**src/rtl/cmd_arb_pkg.sv**
```systemverilog
package cmd_arb_pkg;

  typedef enum logic [1:0] {
    POL_ROUND_ROBIN = 2'd0,
    POL_WRITE_FIRST = 2'd1,
    POL_READ_FIRST  = 2'd2
  } arb_policy_e;

  // Decide the direction to present when no command is held.
  // Returns 1 for the write channel, 0 for read (or for no request).
  function automatic logic pick_write(arb_policy_e pol, logic rv, logic wv,
                                      logic last_wr);
    logic w;
    if (wv && !rv)       w = 1'b1;
    else if (!wv)        w = 1'b0;
    else begin
      case (pol)
        POL_WRITE_FIRST: w = 1'b1;
        POL_READ_FIRST:  w = 1'b0;
        default:         w = ~last_wr;
      endcase
    end
    return w;
  endfunction

endpackage

```
**src/rtl/cmd_arb_select.sv**
```systemverilog
module cmd_arb_select
  import cmd_arb_pkg::*;
#(
  parameter arb_policy_e POLICY = POL_ROUND_ROBIN
) (
  input  logic clk,
  input  logic rst_n,
  input  logic rd_valid,
  input  logic wr_valid,
  input  logic cmd_ready,
  input  logic last_wr,
  output logic grant_write,
  output logic cmd_valid,
  output logic hold_active
);

  logic hold_q;
  logic hold_dir_q;
  logic fresh_write;
  logic stall;

  assign fresh_write = pick_write(POLICY, rd_valid, wr_valid, last_wr);
  assign grant_write = hold_q ? hold_dir_q : fresh_write;
  assign cmd_valid   = grant_write ? wr_valid : rd_valid;
  assign stall       = cmd_valid && !cmd_ready;
  assign hold_active = hold_q;

  always_ff @(posedge clk or negedge rst_n) begin
    if (!rst_n) begin
      hold_q     <= 1'b0;
      hold_dir_q <= 1'b0;
    end else begin
      hold_q <= stall;
      if (stall) hold_dir_q <= grant_write;
    end
  end

endmodule

```
**src/rtl/cmd_arb_rr_ptr.sv**
```systemverilog
module cmd_arb_rr_ptr (
  input  logic clk,
  input  logic rst_n,
  input  logic accept,
  input  logic accepted_write,
  output logic last_wr
);

  always_ff @(posedge clk or negedge rst_n) begin
    if (!rst_n)      last_wr <= 1'b1;
    else if (accept) last_wr <= accepted_write;
  end

endmodule

```
**src/rtl/cmd_arb_mux.sv**
```systemverilog
module cmd_arb_mux #(
  parameter int W = 8
) (
  input  logic         sel_b,
  input  logic [W-1:0] a,
  input  logic [W-1:0] b,
  output logic [W-1:0] y
);

  assign y = sel_b ? b : a;

endmodule

```
**src/rtl/cmd_arb.sv**
```systemverilog
module cmd_arb
  import cmd_arb_pkg::*;
#(
  parameter arb_policy_e POLICY  = POL_ROUND_ROBIN,
  parameter int          ADDR_W  = 32,
  parameter int          ID_W    = 4,
  parameter int          LEN_W   = 8,
  parameter int          SIZE_W  = 3,
  parameter int          BURST_W = 2
) (
  input  logic               clk,
  input  logic               rst_n,
  input  logic               rd_valid,
  output logic               rd_ready,
  input  logic [ADDR_W-1:0]  rd_addr,
  input  logic [ID_W-1:0]    rd_id,
  input  logic [LEN_W-1:0]   rd_len,
  input  logic [SIZE_W-1:0]  rd_size,
  input  logic [BURST_W-1:0] rd_burst,
  input  logic               wr_valid,
  output logic               wr_ready,
  input  logic [ADDR_W-1:0]  wr_addr,
  input  logic [ID_W-1:0]    wr_id,
  input  logic [LEN_W-1:0]   wr_len,
  input  logic [SIZE_W-1:0]  wr_size,
  input  logic [BURST_W-1:0] wr_burst,
  output logic               cmd_valid,
  input  logic               cmd_ready,
  output logic               cmd_is_write,
  output logic [ADDR_W-1:0]  cmd_addr,
  output logic [ID_W-1:0]    cmd_id,
  output logic [LEN_W-1:0]   cmd_len,
  output logic [SIZE_W-1:0]  cmd_size,
  output logic [BURST_W-1:0] cmd_burst
);

  localparam int PAY_W = ADDR_W + ID_W + LEN_W + SIZE_W + BURST_W;

  logic             grant_write;
  logic             hold_active;
  logic             accept;
  logic             last_wr;
  logic [PAY_W-1:0] rd_pay;
  logic [PAY_W-1:0] wr_pay;
  logic [PAY_W-1:0] cmd_pay;

  cmd_arb_select #(.POLICY(POLICY)) u_sel (
    .clk         (clk),
    .rst_n       (rst_n),
    .rd_valid    (rd_valid),
    .wr_valid    (wr_valid),
    .cmd_ready   (cmd_ready),
    .last_wr     (last_wr),
    .grant_write (grant_write),
    .cmd_valid   (cmd_valid),
    .hold_active (hold_active)
  );

  assign accept = cmd_valid && cmd_ready;

  generate
    if (POLICY == POL_ROUND_ROBIN) begin : g_rr
      cmd_arb_rr_ptr u_ptr (
        .clk            (clk),
        .rst_n          (rst_n),
        .accept         (accept),
        .accepted_write (grant_write),
        .last_wr        (last_wr)
      );
    end else begin : g_fixed
      assign last_wr = 1'b0;
    end
  endgenerate

  assign rd_pay = {rd_addr, rd_id, rd_len, rd_size, rd_burst};
  assign wr_pay = {wr_addr, wr_id, wr_len, wr_size, wr_burst};

  cmd_arb_mux #(.W(PAY_W)) u_mux (
    .sel_b (grant_write),
    .a     (rd_pay),
    .b     (wr_pay),
    .y     (cmd_pay)
  );

  assign {cmd_addr, cmd_id, cmd_len, cmd_size, cmd_burst} = cmd_pay;
  assign cmd_is_write = grant_write;
  assign rd_ready     = accept && !grant_write;
  assign wr_ready     = accept && grant_write;

endmodule

```
**config.mk**
```make
export PLATFORM = sky130hd
export DESIGN_NAME = cmd_arb
export DESIGN_NICKNAME = d
export VERILOG_FILES = /design/src/rtl/cmd_arb_pkg.sv /design/src/rtl/cmd_arb_select.sv /design/src/rtl/cmd_arb_rr_ptr.sv /design/src/rtl/cmd_arb_mux.sv /design/src/rtl/cmd_arb.sv
export SDC_FILE = /design/constraint.sdc
export NUM_CORES = 1
export LEC_CHECK = 0
export BUFFER_PORTS_ARGS = -buffer_cell sky130_fd_sc_hd__buf_2
export CAP_MARGIN = 20
export CORE_AREA = 2 2 63 65
export CTS_CLUSTER_DIAMETER = 120
export CTS_CLUSTER_SIZE = 8
export DETAILED_ROUTE_END_ITERATION = 7
export DIE_AREA = 0 0 65 67
export PLACE_DENSITY = 0.74
export SLEW_MARGIN = 25
export SYNTH_ARGS = -nofsm -noshare
export SYNTH_HDL_FRONTEND = slang
export SYNTH_SLANG_ARGS = --single-unit
```
**constraint.sdc**
```tcl
create_clock -name clk -period 1.85 [get_ports clk]
set_clock_uncertainty 0.15 [all_clocks]
set_input_delay 0.2775 -clock clk [delete_from_list [all_inputs] [get_ports clk]]
set_output_delay 0.2775 -clock clk [all_outputs]
set_load 0.01 [all_outputs]
```
* Word-level counts from Yosys, hierarchy flattened *
Cells that the tools add are included.

storage, ports and cells
  flip-flop bits (word level) = 3
  bits of input ports = 103
  logic and storage cells = 17

operators by class
  multiplexer cells = 5
  bitwise operators = 1
  reduce and logical (&&, ||, !) cells = 8

operators with widths
  kind               number
  $mux 49            1
  $logic_and 1x1->1  5
  $mux 1             4
  $logic_not 1->1    3
  $not 1->1          1

* Depth between registers and ports, before layout *
  word-level depth = 7
  depth in mapped cells = 4
  gate-level depth less buffers = 3

* By module *
Synthesis repeated with hierarchy kept, for this count alone.

second synthesis, totals
  cells, all modules = 73
  area total of the unflattened synthesis = 839.6 µm²

by module, submodules not included
  module          area an instance (µm²)  cells each  times used
  cmd_arb_mux     638.1                   54          1
  cmd_arb_select  137.6                   14          1
  cmd_arb_rr_ptr  41.3                    2           1
  cmd_arb         22.5                    3           1

* Least setup slack after synthesis *
Ideal clock, no wire load.

  path kind = register -> output
  from = register g_rr.u_ptr.last_wr
  to = output cmd_addr[0]
  setup slack = 0.012 ns
  stages on the path, launching flop included = 5
  required time = 1.422 ns
  arrival = 1.411 ns
  path through = dfstp_2 > nand2_1 > a21boi_4 > buf_6 > mux2_2

on the way
  cells in the longest elaborated chain, start to end = 5

RTL lines
  what                    line                  RTL
  start, declared         cmd_arb_rr_ptr.sv:6   output logic last_wr
  start signal, assigned  cmd_arb_rr_ptr.sv:11  else if (accept) last_wr <= accepted_write;
  $not 1->1               cmd_arb_pkg.sv:20     default: w = ~last_wr;
  $mux 1                  cmd_arb_pkg.sv:15     else if (!wv) w = 1'b0;
  $mux 1                  cmd_arb_pkg.sv:14     if (wv && !rv) w = 1'b1;
  $mux 1                  cmd_arb_select.sv:23  assign grant_write = hold_q ? hold_dir_q : fresh_write;
  $mux 49                 cmd_arb_mux.sv:10     assign y = sel_b ? b : a;
  end, declared           cmd_arb.sv:30         output logic [ADDR_W-1:0] cmd_addr,

No other way between the ends.

* Worst setup path after layout *
  from = register g_rr.u_ptr.last_wr
  to = output cmd_addr[10]

Same word-level chain as after synthesis.

==> results.ini <==
[grt]
grt_max_degree = 15
antenna_found_initial = 0
gr-total-overflow = 0
grt_pass1_vias = 1308
grt_pass1_wl_mm = 5.98
grt_usage_pct = 17.4

[synth]
yosysWarnings = 0
yosys.area.top_type = mux2_2
syn_area_um2 = 810
synth_edf_count = 0
yosysTopAreaCellShare_pct = 64.0
syn_area_per_cell_um2 = 10.7
yosysSeqAreaShare_pct = 9.43
synth_nets = 179
synth.area.top_cells = mux2_2 (64%), buf_6 (7.0%), dfrtp_1 (6.2%), mux2_1 (4.2%), dfstp_2 (3.2%)
ys_seq_elements = 3
synth_flop_cell = dfrtp_1
synthArstFlopShare_pct = 100
yosysUniqueCellTypes = 19
syn_inst = 76

[setup_path]
cp_slowest_cell = dfstp_2
path_class = register to output port
critical_path.max_fanout = 14
path_cells = nand2_2, a21boi_4, buf_4, buf_12, mux2_2, buf_2
crit_required_ps = 1420
cp-start-kind = register
end_kind = output port
worst-path-buf-inv = 3
crit_family = flip-flops
crit_arrival_ps = 1730
max_stage_delay_ps = 520

[drt]
drt_iter0_drc = 59
wl_per_cell_um = 15.0
routed_wl_mm = 4.34
via_per_inst = 4.45
vias = 1290
ant_nets = 0
drc = 0
first_pass_iters = 4

[flow_run]
cap_violations = 0

[power]
switching_share_pct = 34.1
leakagePower_nw = 1.19
max-vdd-ir-drop_mv = 0.466
switching_power_uw = 448
p_int_uw = 867
clock_power_share_pct = 14.1
power.density_nw_per_um2 = 633
seq_power_share_pct = 7.1
comb_power_share_pct = 78.8

[finish]
area_growth_pct = 157
insertedDiodeCount = 0
multiInputGateArea_um2 = 791
filler_cell_count = 325
layout_commonest_cell = buf_2
final_area_um2 = 2080
layout_common_cells = buf_2 (126), buf_6 (31), mux2_4 (29)
seq_area_um2 = 76.3
layout-drive-gt1-share_pct = 90.9
final_nets = 346

[timing]
finalSetupTns_ps = -13270
rsz0062_at_grt = yes
drv_slew = 0
setup_ws_ps = -310
max_slew_margin_pct = 76.5
maxClockFrequency_mhz = 463
final-setup-viol-count = 50
hold_viol = 0
fin_crit_sh_pct = 117
tightest_slew_ps = 352
min_period_ps = 2160

[floorplan]
rows = 22
die_w_um = 65
die_area_um2 = 4360
die_h_um = 67
io_pins = 156
start_util_pct = 22.4
coreArea_um2 = 3610

[clock_network]
h-tree-depth = 1
cts_root_buf = clkbuf_8
clockBufferDepth = 2
path_clk_slew_ps = 30
clock_sinks = 3
clk-insertion-delay-late_ps = 210
cts_buffers = 3
tritoncts = built

[worst_hold_path]
hold_class = input pin to register

[placed_design]
post_dp_cell_area_um2 = 1670
portBuffers = 155
dp_hpwl_mm = 3.05
gp_congestion = 0.826

[status]
status = finished, violations left
violations = setup timing

==> worst register-to-register path, cell delays in order (launching register included) <==
cell      delay (ps)
dfrtp_1          360
buf_4            130
nand2b_1          50
a21oi_1          320
nor3_1            90
==> metrics by stage <==
stage	power [mW]	cells	setup slack, ps	hold WS (ps)	util, %
global route	1.39	290	-382	166	57.6
finish	1.32	290	-310	165	57.6
global placement	0.837	281	-104	-71.4	46.2
floorplan	0.546	76	11.8	-168	-
detailed placement	0.845	281	-116	-69.6	46.2
CTS	1.29	291	-318	144	56.3
==> area by class of cell <==
type,count,area share [%]
Timing Repair Buffer,167,53.0
Inverter,1,0.181
Multi-Input combinational cell,67,38.0
Tap cell,48,2.89
Clock buffer,4,2.17
Sequential cell,3,3.67
==> power by group through the flow <==
stage                     Sequential [mW]  Clock [mW]  Combinational (mW)
after floorplan                    0.0935           0               0.452
after global placement             0.0921           0               0.745
after detailed placement           0.0926           0               0.753
after CTS                          0.0931       0.190                1.00
after global routing               0.0958       0.194                1.10
final                              0.0928       0.186                1.04
==> routing by layer <==
metal | track usage, % | routed length, um | share of wire (%)
met5 | 0 | 0 | 0
met4 | 2.13 | 22 | 0.51
met3 | 1.18 | 243 | 5.6
met2 | 36.9 | 2570 | 59
met1 | 19.0 | 1500 | 35
==> cell usage after synthesis (2+ instances only) <==
cell,n
dfrtp_1,2
buf_6,5
nand2_1,2
nor2_1,3
nand2b_1,2
mux2_2,46
a21oi_1,2
mux2_1,3
==> flip-flops by register name, summed over array words and instances (netlist names) <==
| signal | cells |
|---|---|
| u_sel.hold_dir_q | 1 |
| u_sel.hold_active | 1 |
| g_rr.u_ptr.last_wr | 1 |
==> path summary, 6_finish.rpt <==
kind                       slack, ps               start  cells past startpoint                 end
max                             -310  g_rr.u_ptr.last_wr                      6        cmd_addr[10]
min                              170           cmd_ready                      2   u_sel.hold_active
max reg2reg                      620   u_sel.hold_active                      4   u_sel.hold_active
min reg2reg                      430    u_sel.hold_dir_q                      2    u_sel.hold_dir_q
max in group asynchronous       1100               rst_n                      2  g_rr.u_ptr.last_wr
min in group asynchronous        250               rst_n                      2    u_sel.hold_dir_q
==> cells by family after synthesis <==
kind of cell | count (synthesis) | share of synthesized area (%)
buf+inv | 6 | 7.42
flops | 3 | 9.43
simple gates | 12 | 8.81
compound gates | 6 | 6.18
mux | 49 | 68.2
==> timing repair <==
action | in CTS | in global routing
resized for setup | 47 | 17
setup buffers | 3 | 0
endpoints found under the hold margin | 3 | 0
pin swaps | 2 | 0
endpoints found under the setup margin | 52 | 52
cloned | 2 | 0
hold buffers | 1 | 0
Power figures use the tool's default switching activity.
